`src/rtl/cbc_pkg.sv`:
```
package cbc_pkg;
   // register layout variants
   typedef enum logic {
      VAR_MODE5 = 1'b0,   // 5-bit low field, 2-bit shared field, mode bit
      VAR_WIDE9 = 1'b1    // 9-bit ROM bank, byte-wide RAM bank
   } variant_e;

   localparam int BANK_ROM_W = 9;
   localparam int BANK_RAM_W = 8;
   localparam int ROM_OFS_W  = 14;
   localparam int RAM_OFS_W  = 13;
   localparam int ROM_PAW    = BANK_ROM_W + ROM_OFS_W;
   localparam int RAM_PAW    = BANK_RAM_W + RAM_OFS_W;
   localparam int CLK_REGS   = 5;
   localparam int CLK_BASE   = 8;
   localparam logic [7:0] RAM_KEY       = 8'h0A;
   localparam logic [7:0] CLK_LAST_FILL = 8'h3E;

   function automatic bit is_pow2(input int n);
      return (n > 0) && ((n & (n - 1)) == 0);
   endfunction
endpackage

```
`src/rtl/cbc_bank_regs.sv`:
```
module cbc_bank_regs
   import cbc_pkg::*;
#(
   parameter variant_e VARIANT   = VAR_MODE5,
   parameter int       ROM_BANKS = 64,
   parameter int       RAM_BANKS = 4,
   parameter bit       HAS_CLOCK = 1'b0
) (
   input  logic                  clk,
   input  logic                  rst_n,
   input  logic                  wr_en,
   input  logic [15:0]           addr,
   input  logic [7:0]            wdata,
   output logic [BANK_ROM_W-1:0] rom_bank,
   output logic [BANK_RAM_W-1:0] ram_bank,
   output logic                  ram_en,
   output logic                  bank_mode
);
   localparam bit ROM_POW2 = is_pow2(ROM_BANKS);
   localparam bit RAM_POW2 = is_pow2(RAM_BANKS);
   localparam logic [BANK_ROM_W-1:0] ROM_MASK = BANK_ROM_W'(ROM_BANKS - 1);
   localparam logic [BANK_RAM_W-1:0] RAM_MASK = BANK_RAM_W'(RAM_BANKS - 1);
   localparam logic [BANK_RAM_W-1:0] CLK_LO   = BANK_RAM_W'(CLK_BASE);
   localparam logic [BANK_RAM_W-1:0] CLK_HI   = BANK_RAM_W'(CLK_BASE + CLK_REGS - 1);

   logic                  ctl_wr;
   logic [2:0]            region;
   logic                  raw_en;
   logic                  raw_mode;
   logic [BANK_ROM_W-1:0] raw_rom;
   logic [BANK_RAM_W-1:0] raw_ram;
   logic [BANK_ROM_W-1:0] nrm_rom;
   logic [BANK_RAM_W-1:0] nrm_ram;
   logic                  clk_keep;

   assign ctl_wr = wr_en & ~addr[15];
   assign region = addr[14:12];

   always_comb begin
      raw_en = ram_en;
      if (ctl_wr && region[2:1] == 2'b00) raw_en = (wdata == RAM_KEY);
   end

   generate
      if (VARIANT == VAR_MODE5) begin : g_mode5
         logic [4:0] low5;
         assign low5 = (wdata[4:0] == 5'd0) ? 5'd1 : wdata[4:0];
         always_comb begin
            raw_rom  = rom_bank;
            raw_ram  = ram_bank;
            raw_mode = bank_mode;
            if (ctl_wr) begin
               case (region)
                  3'd2, 3'd3: raw_rom[4:0] = low5;
                  3'd4, 3'd5: begin
                     if (bank_mode) raw_ram = {6'd0, wdata[1:0]};
                     else           raw_rom[6:5] = wdata[1:0];
                  end
                  3'd6, 3'd7: begin
                     raw_mode = wdata[0];
                     if (wdata[0] && !bank_mode) begin
                        raw_ram      = {6'd0, rom_bank[6:5]};
                        raw_rom[6:5] = 2'b00;
                     end else if (!wdata[0] && bank_mode) begin
                        raw_rom[6:5] = ram_bank[1:0];
                        raw_ram      = '0;
                     end
                  end
                  default: ;
               endcase
            end
         end
      end else begin : g_wide9
         always_comb begin
            raw_rom  = rom_bank;
            raw_ram  = ram_bank;
            raw_mode = 1'b0;
            if (ctl_wr) begin
               case (region)
                  3'd2:       raw_rom[7:0] = wdata;
                  3'd3:       raw_rom[8]   = wdata[0];
                  3'd4, 3'd5: raw_ram      = wdata;
                  default: ;
               endcase
            end
         end
      end
   endgenerate

   // wrap, then the narrow layout's bank-zero substitution
   always_comb begin
      nrm_rom = ROM_POW2 ? (raw_rom & ROM_MASK) : raw_rom;
      if (VARIANT == VAR_MODE5 && nrm_rom == '0) nrm_rom = BANK_ROM_W'(1);
      clk_keep = HAS_CLOCK && (raw_ram >= CLK_LO) && (raw_ram <= CLK_HI);
      nrm_ram  = (RAM_POW2 && !clk_keep) ? (raw_ram & RAM_MASK) : raw_ram;
   end

   always_ff @(posedge clk) begin
      if (!rst_n) begin
         rom_bank  <= BANK_ROM_W'(1);
         ram_bank  <= '0;
         ram_en    <= 1'b0;
         bank_mode <= 1'b0;
      end else if (ctl_wr) begin
         rom_bank  <= nrm_rom;
         ram_bank  <= nrm_ram;
         ram_en    <= raw_en;
         bank_mode <= raw_mode;
      end
   end
endmodule

```
`src/rtl/cbc_addr_map.sv`:
```
module cbc_addr_map
   import cbc_pkg::*;
#(
   parameter int ROM_BANKS = 64,
   parameter int RAM_BANKS = 4,
   parameter bit HAS_CLOCK = 1'b0
) (
   input  logic                  wr_en,
   input  logic [15:0]           addr,
   input  logic [BANK_ROM_W-1:0] rom_bank,
   input  logic [BANK_RAM_W-1:0] ram_bank,
   input  logic                  ram_en,
   output logic [ROM_PAW-1:0]    rom_addr,
   output logic [RAM_PAW-1:0]    ram_addr,
   output logic                  rd_valid,
   output logic                  ram_we,
   output logic [CLK_REGS-1:0]   clk_sel,
   output logic                  clk_we,
   output logic [7:0]            clk_fill
);
   logic in_rom_fix, in_rom_sw, in_ram;
   logic rom_ok, ram_ok, clk_hit;

   assign in_rom_fix = (addr[15:14] == 2'b00);
   assign in_rom_sw  = (addr[15:14] == 2'b01);
   assign in_ram     = (addr[15:13] == 3'b101);

   assign rom_addr = {(in_rom_sw ? rom_bank : {BANK_ROM_W{1'b0}}), addr[ROM_OFS_W-1:0]};
   assign ram_addr = {ram_bank, addr[RAM_OFS_W-1:0]};

   assign rom_ok = (32'(rom_bank) < 32'(ROM_BANKS));
   assign ram_ok = ram_en && (32'(ram_bank) < 32'(RAM_BANKS));

   generate
      if (HAS_CLOCK) begin : g_clk
         for (genvar k = 0; k < CLK_REGS; k++) begin : g_sel
            assign clk_sel[k] = in_ram && (ram_bank == BANK_RAM_W'(CLK_BASE + k));
         end
         assign clk_hit = |clk_sel;
      end else begin : g_noclk
         assign clk_sel = '0;
         assign clk_hit = 1'b0;
      end
   endgenerate

   assign rd_valid = in_rom_fix | (in_rom_sw & rom_ok) | (in_ram & (clk_hit | ram_ok));
   assign ram_we   = wr_en & in_ram & ~clk_hit & ram_ok;
   assign clk_we   = wr_en & clk_hit;
   assign clk_fill = clk_sel[CLK_REGS-1] ? CLK_LAST_FILL : 8'h00;
endmodule

```
`src/rtl/cart_bank_ctrl.sv`:
```
module cart_bank_ctrl
   import cbc_pkg::*;
#(
   parameter variant_e VARIANT   = VAR_MODE5,
   parameter int       ROM_BANKS = 64,
   parameter int       RAM_BANKS = 4,
   parameter bit       HAS_CLOCK = 1'b0
) (
   input  logic                clk,
   input  logic                rst_n,
   input  logic                wr_en,
   input  logic [15:0]         addr,
   input  logic [7:0]          wdata,
   output logic [ROM_PAW-1:0]  rom_addr,
   output logic [RAM_PAW-1:0]  ram_addr,
   output logic                rd_valid,
   output logic                ram_we,
   output logic [CLK_REGS-1:0] clk_sel,
   output logic                clk_we,
   output logic [7:0]          clk_fill
);
   localparam int ROM_LIMIT = (VARIANT == VAR_MODE5) ? 128 : 512;

   initial begin
      assert (ROM_BANKS >= 2 && ROM_BANKS <= ROM_LIMIT)
         else $error("ROM_BANKS outside the range the variant can address");
      assert (RAM_BANKS >= 1 && RAM_BANKS <= 256)
         else $error("RAM_BANKS must be 1..256");
   end

   logic [BANK_ROM_W-1:0] rom_bank;
   logic [BANK_RAM_W-1:0] ram_bank;
   logic                  ram_en;
   logic                  bank_mode;

   cbc_bank_regs #(
      .VARIANT(VARIANT), .ROM_BANKS(ROM_BANKS),
      .RAM_BANKS(RAM_BANKS), .HAS_CLOCK(HAS_CLOCK)
   ) u_regs (
      .clk(clk), .rst_n(rst_n), .wr_en(wr_en), .addr(addr), .wdata(wdata),
      .rom_bank(rom_bank), .ram_bank(ram_bank), .ram_en(ram_en), .bank_mode(bank_mode)
   );

   cbc_addr_map #(
      .ROM_BANKS(ROM_BANKS), .RAM_BANKS(RAM_BANKS), .HAS_CLOCK(HAS_CLOCK)
   ) u_map (
      .wr_en(wr_en), .addr(addr), .rom_bank(rom_bank), .ram_bank(ram_bank),
      .ram_en(ram_en), .rom_addr(rom_addr), .ram_addr(ram_addr),
      .rd_valid(rd_valid), .ram_we(ram_we), .clk_sel(clk_sel),
      .clk_we(clk_we), .clk_fill(clk_fill)
   );
endmodule

```
`config.mk`:
```
export PLATFORM = sky130hd
export DESIGN_NAME = cart_bank_ctrl
export DESIGN_NICKNAME = d
export VERILOG_FILES = /design/src/rtl/cbc_pkg.sv /design/src/rtl/cbc_bank_regs.sv /design/src/rtl/cbc_addr_map.sv /design/src/rtl/cart_bank_ctrl.sv
export SDC_FILE = /design/constraint.sdc
export NUM_CORES = 1
export LEC_CHECK = 0
export ABC_AREA = 1
export BUFFER_PORTS_ARGS = -buffer_cell sky130_fd_sc_hd__buf_2
export CAP_MARGIN = 15
export CORE_ASPECT_RATIO = 1.5
export CORE_MARGIN = 5
export CORE_UTILIZATION = 40
export CTS_BUF_LIST = sky130_fd_sc_hd__clkbuf_8
export CTS_CLUSTER_DIAMETER = 120
export DETAILED_ROUTE_END_ITERATION = 10
export GPL_TIMING_DRIVEN = 0
export PLACE_DENSITY = 0.89
export SLEW_MARGIN = 15
export SYNTH_ARGS = -nofsm -noshare
export SYNTH_HDL_FRONTEND = slang
export SYNTH_SLANG_ARGS = --single-unit
```
`constraint.sdc`:
```
create_clock -name clk -period 1.47 [get_ports clk]
set_clock_uncertainty 0.2 [all_clocks]
set_input_delay 0.0735 -clock clk [delete_from_list [all_inputs] [get_ports clk]]
set_output_delay 0.0735 -clock clk [all_outputs]
set_load 0.02 [all_outputs]
```
==> results.toml <==
[floorplanning]
coreArea_um2 = 2480
start_util_pct = 41.9
num_rows = 22
dieArea_um2 = 3740
die_x_um = 51.6
die_y_um = 72.4
io_pins = 87

[sta]
slew_violations = 0
finalCriticalPeriod_ps = 1350
layout_worst_path_cycle_share_pct = 91.8
finalHoldViolations = 1
whs_ps = -1.60
fmax_mhz = 741
setup_viol = 0

[logic_synthesis]
yosysWarnings = 0
yosys_register_bits = 10
syn_area_per_cell_um2 = 6.53
netlist_instances = 159
ys_types = 20
syn_area_um2 = 1040
ys_seq_area_share_pct = 19.3

[clock_network]
clock_latency_ps = 240
cts_htree_levels = 1
clock-sinks = 10
cts_buffer_depth = 2
path_clk_slew_ps = 50
cts_made_buffers = 3
clockRootBuffer = "clkbuf_8"
cts_tree = "done"

[placed_design]
hpwl_mm = 2.27
port_buffers = 49
gp_congestion = 0.853
dpl_cell_area_um2 = 1400
dp.cells = 254

[cells_and_area]
n_antenna_cell = 0
fillCellCount = 230
layout-drive-gt1-share_pct = 47.8
postLayoutCellArea_um2 = 1570
regArea_um2 = 201
mostFrequentLayoutCells = "51 x buf_4, 48 x buf_2, 32 x nand2_1"
fin_nets = 273
instances_no_fill = 269
multi_input_area_um2 = 455
layout_commonest_cell = "buf_4"
syn_to_final_growth_pct = 51.2

[pwr]
vdd_drop_max_v = 0.000814
power_density_nw_per_um2 = 668
leakage_nw = 0.921

[detailed_routing]
dr.pass1.iters = 6
routedWlPerCell_um = 10.3
drt_iter0_markers = 26
drc = 0
final_antenna_net_count = 0
viasPerCell = 4.20
drt-total-wl_mm = 2.78
vias = 1131

[setup_path]
cp-start-kind = "input port"
cp_max_fo = 2
crit_arrival_ps = 1340
end_kind = "flip-flop"
cp.required_ps = 1460
worstReg2RegStart = "u_regs.bank_mode$_SDFFE_PN0P_"
critPathKind = "input port to flip-flop"
crit_start = "wdata[4]"

[grt]
grt_usage_pct = 15.4
grt_max_degree = 9
grt.overflow.total = 0
grt_pass1_wl_mm = 4.49
antenna_found_initial = 0
grt_pass1_vias = 1081

[min_path]
min_from = "wdata[0]"
hold_path_class = "input port to flip-flop"

[outcome]
violations = "hold timing"
status = "complete, but fails checks"

[job]
cap_violations = 0
## per-layer routing
layer  up-vias  wire (um)  track usage, %
li1        591          -               -
met1       462        907            14.1
met2        71       1410            29.2
met3         7        406            5.95
met4         0         53            6.71
met5         -          0               0
## worst paths after layout
path,end,slack (ps),cells past startpoint
setup / recovery,u_regs.rom_bank[0]$_SDFFE_PN1N_,120,11
hold / removal,u_regs.ram_en$_SDFFE_PN0P_,-2,4
setup reg to reg,u_regs.ram_bank[1]$_SDFFE_PN0P_,150,6
hold reg to reg,u_regs.ram_bank[0]$_SDFFE_PN0P_,280,2
## cells in the mapped netlist
| cell type | count | area [um2] |
|---|---|---|
| nand2_2 | 3 | 18.8 |
| nor2_4 | 3 | 33.8 |
| a21oi_2 | 1 | 8.76 |
| a21oi_1 | 6 | 30.0 |
| o21ai_1 | 1 | 5.00 |
| conb_1 | 1 | 3.75 |
| clkinv_4 | 1 | 8.76 |
| nor2_1 | 12 | 45.0 |
| inv_1 | 19 | 71.3 |
| nor4_1 | 3 | 18.8 |
| nand2_1 | 32 | 120 |
| nor3_2 | 1 | 10.0 |
| o21ai_0 | 6 | 30.0 |
| nand4_1 | 3 | 18.8 |
| nand3_1 | 4 | 20.0 |
| inv_2 | 1 | 3.75 |
| buf_6 | 1 | 11.3 |
| nor3_1 | 1 | 5.00 |
| buf_4 | 50 | 375 |
| dfxtp_1 | 10 | 200 |
## critical path, stage by stage
cell and delay, ps:
dlygate4sd3_1 530, buf_2 130, inv_1 70, nand3_2 90
nand2_1 90, nand2_1 60, nor2_1 80, nand2_1 60
nand2_1 60, nand2_1 50, nand2_1 50
## layout make-up
type                    instances  share of cell area (%)
clock buffers                   4                    3.51
plain buffers                  51                    24.6
multi-input cells              99                    29.0
flip-flops and latches         10                    12.8
repair buffers                 60                    22.8
inverters                      21                    5.34
well taps                      24                    1.91
## power by group
| part | internal [mW] | switching [mW] | total [mW] |
|---|---|---|---|
| Combinational | 0.179 | 0.226 | 0.406 |
| Clock | 0.236 | 0.118 | 0.355 |
| Sequential | 0.283 | 0.00521 | 0.288 |
| Total | 0.699 | 0.350 | 1.05 |
## stage by stage
| stage | worst slack [ps] | TNS (ps) | hold slack [ps] | utilization [%] | total power [mW] |
|---|---|---|---|---|---|
| after floorplan | 133 | 0 | 11.9 | - | 0.587 |
| after global placement | 170 | 0 | 147 | 56.4 | 0.665 |
| after detailed placement | 144 | 0 | 143 | 56.4 | 0.669 |
| after CTS | 115 | 0 | 5.15 | 63.0 | 1.05 |
| after global routing | -10.4 | -10.4 | 49.6 | 63.4 | 1.11 |
| final | 121 | 0 | -1.60 | 63.4 | 1.05 |
## kinds of logic (layout without fill, tap and decap cells)
group	Yosys count	count (layout)	share of synthesized area [%]
buf+inv	72	136	45.3
simple gates	62	62	28.0
compound gates	14	14	7.11
flops	10	10	19.3
other cells	1	23	0.361
## sequential cells by signal, summed over array words and instances (netlist names)
register          count
u_regs.bank_mode      1
u_regs.ram_bank       2
u_regs.ram_en         1
u_regs.rom_bank       6
## timing repair
| item | in CTS | in global routing |
|---|---|---|
| hold buffers | 11 | 0 |
| endpoints found under the hold margin | 5 | 0 |
| setup endpoints to repair | 0 | 2 |
| buffers inserted | 0 | 1 |
| gates resized for setup | 0 | 4 |
(Power assumes the default switching activity.)
